**src/rtl/muldiv_pkg.sv**
```systemverilog
package muldiv_pkg;

    typedef enum logic [1:0] {
        OP_MUL_S = 2'b00,
        OP_MUL_U = 2'b01,
        OP_DIV_S = 2'b10,
        OP_DIV_U = 2'b11
    } md_op_e;

endpackage

```
**src/rtl/mdu_operand_prep.sv**
```systemverilog
module mdu_operand_prep #(
    parameter int W = 32
) (
    input  logic [1:0]   op,
    input  logic [W-1:0] opa,
    input  logic [W-1:0] opb,
    output logic [W-1:0] mag_a,
    output logic [W-1:0] mag_b,
    output logic         is_div,
    output logic         neg_main,
    output logic         neg_rem
);
    import muldiv_pkg::*;

    logic sgn;

    always_comb begin
        sgn      = (op == OP_MUL_S) || (op == OP_DIV_S);
        is_div   = op[1];
        mag_a    = (sgn && opa[W-1]) ? (~opa + 1'b1) : opa;
        mag_b    = (sgn && opb[W-1]) ? (~opb + 1'b1) : opb;
        neg_main = sgn && (opa[W-1] ^ opb[W-1]);
        neg_rem  = sgn && op[1] && opa[W-1];
    end
endmodule

```
**src/rtl/mdu_step.sv**
```systemverilog
module mdu_step #(
    parameter int W = 32
) (
    input  logic         is_div,
    input  logic [W-1:0] acc_hi,
    input  logic [W-1:0] acc_lo,
    input  logic [W-1:0] opnd,
    output logic [W-1:0] nxt_hi,
    output logic [W-1:0] nxt_lo
);
    logic [W:0]   sum;
    logic [W:0]   shl;
    logic [W+1:0] diff;

    always_comb begin
        sum  = {1'b0, acc_hi} + (acc_lo[0] ? {1'b0, opnd} : '0);
        shl  = {acc_hi, acc_lo[W-1]};
        diff = {1'b0, shl} - {2'b00, opnd};
        if (!is_div) begin
            nxt_hi = sum[W:1];
            nxt_lo = {sum[0], acc_lo[W-1:1]};
        end else if (!diff[W+1]) begin
            nxt_hi = diff[W-1:0];
            nxt_lo = {acc_lo[W-2:0], 1'b1};
        end else begin
            nxt_hi = shl[W-1:0];
            nxt_lo = {acc_lo[W-2:0], 1'b0};
        end
    end
endmodule

```
**src/rtl/mdu_result_fix.sv**
```systemverilog
module mdu_result_fix #(
    parameter int W = 32
) (
    input  logic         is_div,
    input  logic         neg_main,
    input  logic         neg_rem,
    input  logic         div0,
    input  logic [W-1:0] dvd,
    input  logic [W-1:0] raw_hi,
    input  logic [W-1:0] raw_lo,
    output logic [W-1:0] fin_hi,
    output logic [W-1:0] fin_lo
);
    logic [2*W-1:0] prod;

    always_comb begin
        prod = {raw_hi, raw_lo};
        if (neg_main) prod = ~prod + 1'b1;
        if (!is_div) begin
            fin_hi = prod[2*W-1:W];
            fin_lo = prod[W-1:0];
        end else if (div0) begin
            fin_hi = dvd;
            fin_lo = '1;
        end else begin
            fin_lo = neg_main ? (~raw_lo + 1'b1) : raw_lo;
            fin_hi = neg_rem  ? (~raw_hi + 1'b1) : raw_hi;
        end
    end
endmodule

```
**src/rtl/muldiv_unit.sv**
```systemverilog
module muldiv_unit #(
    parameter int W = 32
) (
    input  logic         clk,
    input  logic         rst_n,
    input  logic         start,
    input  logic [1:0]   op,
    input  logic [W-1:0] src_a,
    input  logic [W-1:0] src_b,
    output logic         busy,
    output logic [W-1:0] hi_out,
    output logic [W-1:0] lo_out
);
    localparam int CW = (W > 1) ? $clog2(W) : 1;
    localparam logic [CW-1:0] LAST = CW'(W - 1);

    typedef struct packed {
        logic          busy;
        logic [CW-1:0] cnt;
        logic          is_div;
        logic          neg_main;
        logic          neg_rem;
        logic          div0;
        logic [W-1:0]  dvd;
        logic [W-1:0]  opnd;
        logic [W-1:0]  acc_hi;
        logic [W-1:0]  acc_lo;
        logic [W-1:0]  hi;
        logic [W-1:0]  lo;
    } md_state_t;

    md_state_t st_d, st_q;

    logic [W-1:0] mag_a, mag_b;
    logic         p_div, p_neg_main, p_neg_rem;
    logic [W-1:0] stp_hi, stp_lo;
    logic [W-1:0] fix_hi, fix_lo;

    mdu_operand_prep #(.W(W)) u_prep (
        .op       (op),
        .opa      (src_a),
        .opb      (src_b),
        .mag_a    (mag_a),
        .mag_b    (mag_b),
        .is_div   (p_div),
        .neg_main (p_neg_main),
        .neg_rem  (p_neg_rem)
    );

    mdu_step #(.W(W)) u_step (
        .is_div (st_q.is_div),
        .acc_hi (st_q.acc_hi),
        .acc_lo (st_q.acc_lo),
        .opnd   (st_q.opnd),
        .nxt_hi (stp_hi),
        .nxt_lo (stp_lo)
    );

    mdu_result_fix #(.W(W)) u_fix (
        .is_div   (st_q.is_div),
        .neg_main (st_q.neg_main),
        .neg_rem  (st_q.neg_rem),
        .div0     (st_q.div0),
        .dvd      (st_q.dvd),
        .raw_hi   (stp_hi),
        .raw_lo   (stp_lo),
        .fin_hi   (fix_hi),
        .fin_lo   (fix_lo)
    );

    always_comb begin
        st_d = st_q;
        if (!st_q.busy) begin
            if (start) begin
                st_d.busy     = 1'b1;
                st_d.cnt      = '0;
                st_d.is_div   = p_div;
                st_d.neg_main = p_neg_main;
                st_d.neg_rem  = p_neg_rem;
                st_d.div0     = p_div && (src_b == '0);
                st_d.dvd      = src_a;
                st_d.acc_hi   = '0;
                st_d.acc_lo   = p_div ? mag_a : mag_b;
                st_d.opnd     = p_div ? mag_b : mag_a;
            end
        end else begin
            st_d.acc_hi = stp_hi;
            st_d.acc_lo = stp_lo;
            st_d.cnt    = st_q.cnt + 1'b1;
            if (st_q.cnt == LAST) begin
                st_d.busy = 1'b0;
                st_d.hi   = fix_hi;
                st_d.lo   = fix_lo;
            end
        end
    end

    always_ff @(posedge clk or negedge rst_n) begin
        if (!rst_n) st_q <= '0;
        else        st_q <= st_d;
    end

    assign busy   = st_q.busy;
    assign hi_out = st_q.hi;
    assign lo_out = st_q.lo;
endmodule

```
**config.mk**
```make
export PLATFORM = sky130hd
export DESIGN_NAME = muldiv_unit
export DESIGN_NICKNAME = d
export VERILOG_FILES = /design/src/rtl/muldiv_pkg.sv /design/src/rtl/mdu_operand_prep.sv /design/src/rtl/mdu_step.sv /design/src/rtl/mdu_result_fix.sv /design/src/rtl/muldiv_unit.sv
export SDC_FILE = /design/constraint.sdc
export NUM_CORES = 1
export LEC_CHECK = 0
export ABC_AREA = 0
export ABC_CLOCK_PERIOD_IN_PS = 7900
export BUFFER_PORTS_ARGS = -buffer_cell sky130_fd_sc_hd__buf_2
export CAP_MARGIN = 5
export CORE_MARGIN = 1.5
export CORE_UTILIZATION = 50
export DETAILED_ROUTE_END_ITERATION = 10
export PLACE_DENSITY_LB_ADDON = 0.1
export RECOVER_POWER = 50
export SETUP_SLACK_MARGIN = 0.05
export SLEW_MARGIN = 25
export SYNTH_ARGS = -nofsm -noshare
export SYNTH_HDL_FRONTEND = slang
export SYNTH_SLANG_ARGS = --single-unit
```
**constraint.sdc**
```tcl
create_clock -name clk -period 7.9 [get_ports clk]
set_input_delay 0.395 -clock clk [delete_from_list [all_inputs] [get_ports clk]]
set_output_delay 0.395 -clock clk [all_outputs]
set_load 0.02 [all_outputs]
```
After elaboration in Yosys (flattened, before gate mapping). Index checks and enable logic that the tools add are counted.

Register bits: 202. Input port bits: 69. Output and inout port bits: 65. Word-level logic and storage cells: 61.

Add/sub/neg operators: 8. Eq/ne operators: 2. Multiplexer cells: 20. Bitwise gates (word level): 7. Reductions and logical operators: 12.

Operators by type and width (number): $mux 32 (14); $mux 138 (1); $add 32x1->32 const B (4); $mux 64 (2); $not 32->32 (4); $add 64x1->64 const B (1); $not 64->64 (1); $sub 33x32->34 (1); $add 32x33->33 (1); $logic_not 32->1 (1); $logic_and 1x1->1 (6); $mux 6 (1); $add 5x1->5 const B (1); $eq 5x5->1 const B (1); $reduce_and 2->1 (2); $eq 2x2->1 const B (1); $logic_not 2->1 (1); $mux 1 (2); $reduce_bool 2->1 (1); $logic_or 1x1->1 (1); $not 1->1 (1); $xor 1x1->1 (1).

Logic depth before layout (Yosys ltp). Gate-level depths: netlist (run 1).

Word-level depth: 8. Gate-level depth with buffers: 20. Mapped depth without buffers: 18.

Cells and area by module. A second synthesis (run 1) with hierarchy kept.

Cells, all modules: 2113. Area total of the unflattened synthesis: 18097.4 µm².

By module, submodules not included: muldiv_unit (times used 1, cells each 705, area each 8971.1 µm², sequential area each 5054.8 µm²); mdu_step (times used 1, cells each 665, area each 4571.9 µm², sequential area each 0.0 µm²); mdu_result_fix (times used 1, cells each 522, area each 3061.7 µm², sequential area each 0.0 µm²); mdu_operand_prep (times used 1, cells each 221, area each 1492.7 µm², sequential area each 0.0 µm²).

Worst setup path after synthesis (run 1). Ideal clock, no wire load.

Kind: reg-to-reg. Start point: register st_q[195] in the netlist's numbering. End point: register st_q, in the netlist hi_out[14]. Library setup time: 121 ps. Arrival: 5080 ps. Required time: 7779 ps. Path slack: 2699 ps. Stages on the path, launching flop included: 21. Path buffers: 9. Clock period less this slack: 5201 ps. Cells stage by stage: dfrtp_1 -> clkbuf_1 -> clkbuf_1 -> buf_2 -> buf_2 -> buf_2 -> buf_1 -> clkbuf_1 -> clkbuf_1 -> clkbuf_1 -> mux2i_1 -> ha_1 -> nand2_1 -> or3_1 -> or4_1 -> nor2_1 -> nand4_1 -> o31ai_1 -> xor2_1 -> nor2_1 -> o22a_1.

Word-level cells in the longest chain between the ends: 6. Elaborated cells on any way between the ends: 10. Classes of those cells: add/sub: 2; mux: 6; bitwise: 2.

RTL lines: from (decl) (RTL line muldiv_unit.sv:32) `md_state_t st_d, st_q;`; from (signal assigned) (RTL line muldiv_unit.sv:100) `else st_q <= st_d;`; $mux 32 (RTL line mdu_step.sv:19) `if (!is_div) begin`; $not 32->32 (RTL line mdu_result_fix.sv:27) `fin_hi = neg_rem ? (~raw_hi + 1'b1) : raw_hi;`; $add 32x1->32 (RTL line mdu_result_fix.sv:27); $mux 32 (RTL line mdu_result_fix.sv:27); $mux 32 (RTL line mdu_result_fix.sv:22) `end else if (div0) begin`; $mux 32 (*) (RTL line mdu_result_fix.sv:19) `if (!is_div) begin`.

Every way passes the cells marked *; elsewhere a longest branch is shown, timed or not. A chain may end at the register's enable or synchronous reset.

Worst setup path after layout (run 1).
Start point: register st_q[121] in the netlist's numbering. End point: register st_q, in the netlist hi_out[18].

Word-level cells in the longest chain between the ends: 8. Elaborated cells on any way between the ends: 13. Classes of those cells: add/sub: 3; mux: 8; bitwise: 2.

RTL lines: $sub 33x32->34 (*) (RTL line mdu_step.sv:18) `diff = {1'b0, shl} - {2'b00, opnd};`; $mux 32 (RTL line mdu_step.sv:22) `end else if (!diff[W+1]) begin`; $mux 32 (RTL line mdu_step.sv:19); $not 32->32 (RTL line mdu_result_fix.sv:27); $add 32x1->32 (RTL line mdu_result_fix.sv:27); $mux 32 (RTL line mdu_result_fix.sv:27); $mux 32 (RTL line mdu_result_fix.sv:22); $mux 32 (*) (RTL line mdu_result_fix.sv:19).

Marks and branches as above.

==> summary.txt, run 1 <==
Route
  – DRC errors left: 0
  – Drt total wl: 73.8 mm
  – DR vias/cell: 6.58
  – Initial DRC count: 2,039
  – Routed vias: 18,700
  – Drt first pass iters: 6
  – Drt wl/cell: roughly 26 um
  – Antenna viol nets, final: 0

Timing
  – Worst Skew: 0.0146 ns
  – Final-report hold violation count: 0
  – FMAX: 159 MHz
  – Final Max Tran Viols: 192
  – Final Cycle Share: 0.794
  – Endpoints failing setup: 0
  – Slew @ Worst Pin: 4.09 ns
  – Total negative slack: 0 ns
  – Final period demand of the worst path: between 6 and 7 ns
  – RSZ-0062 raised after global routing: false
  – Max_slew headroom: -1.73

Floorplan
  – Top Ports: roughly 130
  – Area of the core: 35,800 um^2
  – Starting Density: 0.511
  – Die X: approximately 190 um
  – Die outline area: ~38,000 um^2
  – # rows: 69
  – Die Ht: 194 um

Placed design
  – HPWL after DPL: between 50 and 60 mm
  – Port buffer count: 133
  – Final GP Congestion: 1.02
  – Placed Area: 18,800 um^2

Final layout
  – Fill cell count: ~3,500
  – Fin area: 19,500 um^2
  – FF+latch area: slightly above 5000 um^2
  – Ant. Diodes: 0
  – Footprint of the multi-input gates: between 10,000 and 15,000 um^2
  – Nets@finish: ~2,500
  – Synthesis-to-layout area growth: 6.60%
  – Layout cells sized above 1: 0.0838

Global route
  – Initial antenna violation count: 3
  – First-pass GRT wire length: 110 mm
  – Vias in the first global route: 17,800
  – All-Layer GR Usage: 0.384
  – Largest net degree at the start of global routing: 100
  – Grt total ovfl: 0

Clock network
  – Clock buffer depth: 3
  – CTS root buf: clkbuf_16
  – CTS Buf Count: 26
  – Post-CTS setup buffers: 0
  – Clk Latency, worst-skew pair: 0.57 ns
  – Reg clk slew, reported paths: 0.06 ns
  – H-tree Lvls: 1
  – CTS Sinks: around 200
  – CTS tree: done

Synthesis
  – Post-Syn Nets: around 2,500
  – Flops & latches, synth: 202
  – Cell variety after synth: 100
  – Yosys warnings: 0
  – Synth Area per Inst: between 7 and 8 um^2
  – Synth Instances: 2,376
  – Async SR Flop Fraction: 1.00
  – Synth Cell Area: 18,300 um^2
  – Post-synth EDFFs: 0
  – Register area share after synthesis: 0.276
  – Synth Flop Type: dfrtp_1

Critical path
  – Worst Path Required: about 8.4 ns
  – Worst setup SP type: flip-flop
  – Critical Path Sink Type: flip-flop
  – CP arrival: 6.75 ns
  – CP Max Fanout: 15
  – CP Class: reg -> reg

Outcome
  – Failing checks: max-capacitance violations, max-slew violations
  – Outcome: finished with violations

Hold path
  – HP Class: in -> reg

Job
  – MaxCap Viol Count: 3
## sequential cells by signal, summed over array words and instances (netlist names)
signal and flops:
lo_out 32, busy 1, st_q 137, hi_out 32
## placed cells by master (no fill, tap or decap), types with 9 or more instances in the layout
cell type    n
a311oi_1    11
nand3_1     40
clkbuf_16   26
o21a_1      15
o21ai_1     11
o22a_1      35
buf_2       68
ha_1        70
a21boi_0     9
a211oi_1    61
or4_1       19
buf_4       30
a21oi_1    191
nand2_1    330
nor3_1      58
dfrtp_1    201
or3_1       23
o22ai_1     22
xnor2_1     95
nor2_1     180
nor2b_1     18
and2_1      43
mux2i_1     46
nand2b_1    22
nand4_1     22
o31ai_1     26
o21bai_1    10
inv_1       75
clkbuf_1    71
nor4_1      15
a21o_1      25
a22oi_1     11
o21ai_0    187
xor2_1      73
o211ai_1    32
a31oi_1     26
or2_2       12
## metrics by stage
stage          utilization  hold slack, ns  worst slack [ns]  cells
4_1_cts              0.547           0.111              1.77   2847
3_3_place_gp         0.524           0.458              1.85   2799
6_report             0.545           0.135              1.63   2847
3_5_place_dp         0.524           0.464              1.80   2799
2_1_floorplan            -          0.0994              2.70   2376
5_1_grt              0.545           0.141              1.48   2847
## path summary, 6_finish.rpt
check,depth (start not counted),from,end,slack (ns)
max in group asynchronous,3,rst_n,st_q[195],3.91
worst max register to register,17,st_q[121],hi_out[18],1.63
worst min register to register,1,st_q[199],st_q[199],0.47
worst min-delay path,3,src_a[2],st_q[162],0.14
min in group asynchronous,2,rst_n,st_q[145],0.45
worst max-delay path,17,st_q[121],hi_out[18],1.63
## kinds of logic after synthesis
family                   count (synthesis)  synth area share
AO/OA/AOI/OAI                          766             0.275
flip-flops                             202             0.276
multiplexers                            52            0.0288
XOR/XNOR                               168            0.0804
buffers and inverters                  284            0.0737
AND/OR/NAND/NOR                        832             0.216
adder cells (fa/ha/maj)                 72            0.0500
## timing repair
action,CTS,global route
hold buffers,1,0
gates resized for setup,0,0
endpoints found under the hold margin,77,0
## layer usage
metal / wire length, um / track usage / share of wire
met2: 33400 / 0.632 / 0.45
met1: 29300 / 0.478 / 0.40
met5: 23 / 0 / 0.00031
met3: 5650 / 0.0604 / 0.077
met4: 5370 / 0.227 / 0.073
## Yosys cell counts, drive strengths merged (8+ instances only)
cell | count | share of area
a211oi | 63 | 0.026
a21boi | 9 | 0.0037
a21o | 25 | 0.010
a21oi | 193 | 0.054
a221oi | 10 | 0.0058
a22oi | 12 | 0.0052
a311oi | 12 | 0.0061
a31oi | 26 | 0.0089
and2 | 47 | 0.016
and4 | 8 | 0.0038
buf | 98 | 0.036
clkbuf | 106 | 0.022
dfrtp | 202 | 0.28
ha | 70 | 0.048
inv | 78 | 0.016
mux2i | 46 | 0.025
nand2 | 331 | 0.068
nand2b | 22 | 0.0075
nand3 | 42 | 0.012
nand4 | 24 | 0.0089
nor2 | 181 | 0.037
nor2b | 18 | 0.0062
nor3 | 60 | 0.017
nor4 | 17 | 0.0070
o211ai | 32 | 0.013
o21a | 15 | 0.0062
o21ai | 199 | 0.055
o21bai | 10 | 0.0041
o221ai | 8 | 0.0042
o22a | 35 | 0.017
o22ai | 25 | 0.0096
o31ai | 27 | 0.011
or2 | 14 | 0.0049
or3 | 23 | 0.0079
or4 | 19 | 0.0078
xnor2 | 95 | 0.045
xor2 | 73 | 0.035
## critical path, stage by stage (launching register included)
cell and delay (ns):
dfrtp_1 0.42, ha_1 0.41, a21o_1 0.26, a221o_1 0.36
a221oi_2 0.27, o21a_1 0.67, a21oi_2 0.23, a21oi_1 0.58
ha_1 0.32, nand2_1 0.09, or3_1 0.38, or4_1 0.46
nor2_1 0.28, nand4_1 0.22, o21ai_0 0.49, xor2_1 0.42
nor2_1 0.10, o31ai_1 0.21
## cell type report
class | count | share of cell area
multi-input combinational | 1890 | 0.610
sequential | 202 | 0.259
timing repair buffer | 167 | 0.0431
clock buffer | 35 | 0.0376
tap | 461 | 0.0296
inverter | 80 | 0.0154
clock inverter | 12 | 0.00462
Power of run 1 is not shown: default switching activity piles up to over one toggle a cycle in this logic, so the estimate is an artifact.
==> inputs of run 2 (changes only) <==
--- a/config.mk
+++ b/config.mk
@@ -6,7 +6,7 @@
 export NUM_CORES = 1
 export LEC_CHECK = 0
 export ABC_AREA = 0
-export ABC_CLOCK_PERIOD_IN_PS = 7900
+export ABC_CLOCK_PERIOD_IN_PS = 5600
 export BUFFER_PORTS_ARGS = -buffer_cell sky130_fd_sc_hd__buf_2
 export CAP_MARGIN = 5
 export CORE_MARGIN = 1.5
==> constraint.sdc (replaced) <==
create_clock -name clk -period 5.6 [get_ports clk]
set_input_delay 0.28 -clock clk [delete_from_list [all_inputs] [get_ports clk]]
set_output_delay 0.28 -clock clk [all_outputs]
set_load 0.02 [all_outputs]
==> summary.txt, run 2 (synthesized netlist as in run 1, its figures left out) <==
Timing
  – Worst Skew: 0.0123 ns
  – Total negative slack: 0 ns
  – Endpoints failing setup: 0
  – FMAX: 188 MHz
  – Final Cycle Share: 0.950
  – RSZ-0062 raised after global routing: false
  – Max_slew headroom: -1.12
  – Final period demand of the worst path: 5.32 ns
  – Final Max Tran Viols: 211
  – Final-report hold violation count: 0
  – Slew @ Worst Pin: 3.18 ns
  – Worst Hold Slack: between 0.02 and 0.03 ns

Global route
  – Vias in the first global route: 18,000
  – All-Layer GR Usage: 0.387
  – Grt total ovfl: 0
  – First-pass GRT wire length: 111 mm
  – Initial antenna violation count: 3
  – Largest net degree at the start of global routing: between 100 and 150

Route
  – Antenna viol nets, final: 0
  – Top sig layer: met5
  – Drt wl/cell: 25.8 um
  – Drt first pass iters: 6
  – DR vias/cell: 6.48
  – DRC errors left: 0
  – Routed vias: 18,700
  – Drt total wl: 74.6 mm
  – Met2 Routed Length: between 30 and 40 mm
  – Length of routed wiring on met1: 29.1 mm
  – Initial DRC count: 1,866
  – Met3 WL: just under 6 mm

Floorplan
  – Die outline area: ~38,000 um^2
  – Starting Density: 0.511
  – Die Ht: 194 um
  – Area of the core: 35,800 um^2
  – Die X: 194 um
  – # rows: 69
  – Top Ports: around 130

Final layout
  – Biggest register: st_q
  – Synthesis-to-layout area growth: 9.11%
  – Ant. Diodes: 0
  – Max reg flops: 137
  – Layout cells sized above 1: 0.104
  – Commonest non-fill, non-tap cell in the layout: nand2_1
  – Fin util: 0.558
  – Fin area: 20,000 um^2
  – Nets@finish: between 2,000 and 3,000
  – Most frequent cells in the layout: nand2_1, dfrtp_1, a21oi_1

Critical path
  – Critical path's most frequent cell: ha_1
  – CP Class: reg -> reg
  – Slowest Stage Delay on Critical Path: approximately 0.48 ns
  – Worst r2r src: st_q[122]
  – Critical path, cell by cell: ha_1 -> and2_1 -> a221o_1 -> a221oi_2 -> o21a_2 -> a21oi_2 -> a21oi_1 -> ha_1 -> nand2_1 -> or3_1 -> or4_1 -> nor2_2 -> nand4_1 -> o31ai_1 -> xor2_1 -> nor2_1 -> o22a_1
  – Worst Path Required: 6.05 ns
  – CP max stage cell: or4_1
  – Worst setup SP type: flip-flop
  – CP Max Fanout: 10
  – Critical Path Sink Type: flip-flop
  – Crit path from: st_q[122]
  – CP arrival: roughly 5.8 ns

Clock network
  – CTS tree: done
  – Clk Latency, worst-skew pair: 0.57 ns
  – Post-CTS setup buffers: 0
  – CTS Sinks: 202
  – H-tree Lvls: 1
  – CTS Buf Count: 26
  – Reg clk slew, reported paths: 0.07 ns
  – Clock buffer depth: 3
  – CTS root buf: clkbuf_16

Hold path
  – HP Class: in -> reg
  – Worst min-delay path startpoint: src_a[9]

Outcome
  – Failing checks: max-capacitance violations, max-slew violations
  – Outcome: finished with violations

Placed design
  – Port buffer count: between 100 and 150
  – HPWL after DPL: 57.8 mm
  – Final GP Congestion: 1.05
  – Placed Area: 19,100 um^2

Job
  – MaxCap Viol Count: 4
[run 2: critical path, delay by kind of cell, from the launching register on]
family	cells	cell delay (ns)
AO/OA/AOI/OAI	7	2.03
AND/OR/NAND/NOR	7	1.83
flip-flops	1	0.43
adder cells (fa/ha/maj)	2	0.74
XOR/XNOR	1	0.18
[run 2: worst paths after layout]
| check | depth (start not counted) | slack (ns) | end |
|---|---|---|---|
| min | 3 | 0.03 | st_q[169] |
| max | 17 | 0.28 | hi_out[14] |
| min reg2reg | 2 | 0.47 | st_q[182] |
| min in group asynchronous | 2 | 0.88 | st_q[117] |
| max in group asynchronous | 4 | 1.46 | st_q[195] |
| max reg2reg | 17 | 0.28 | hi_out[14] |
[run 2: area by class of cell]
class / count / area [um^2]
fillers: 3507 / 15900
repair buffers: 213 / 1190
clock inverters: 14 / 178
multi-input cells: 1890 / 11900
well taps: 461 / 577
clock buffers: 34 / 721
flip-flops and latches: 202 / 5060
inverters: 80 / 300
[run 2: layer usage]
layer	vias to the layer above	track usage
met5	-	0
met4	4	0.256
met3	246	0.0602
met2	885	0.625
met1	9003	0.480
li1	8607	-
[run 2: per-stage QoR]
step                      cells  setup WS, ns
final                      2894         0.281
after global routing       2894        0.0751
after CTS                  2893         0.195
after detailed placement   2844         0.214
after global placement     2844         0.194
after floorplan            2376         0.399
[run 2: what timing repair did]
action	CTS	global route
gates resized for setup	0	6
hold endpoints to repair	107	0
hold buffers	1	0
setup endpoints to repair	0	4
Power of run 2 is left out for the same reason.
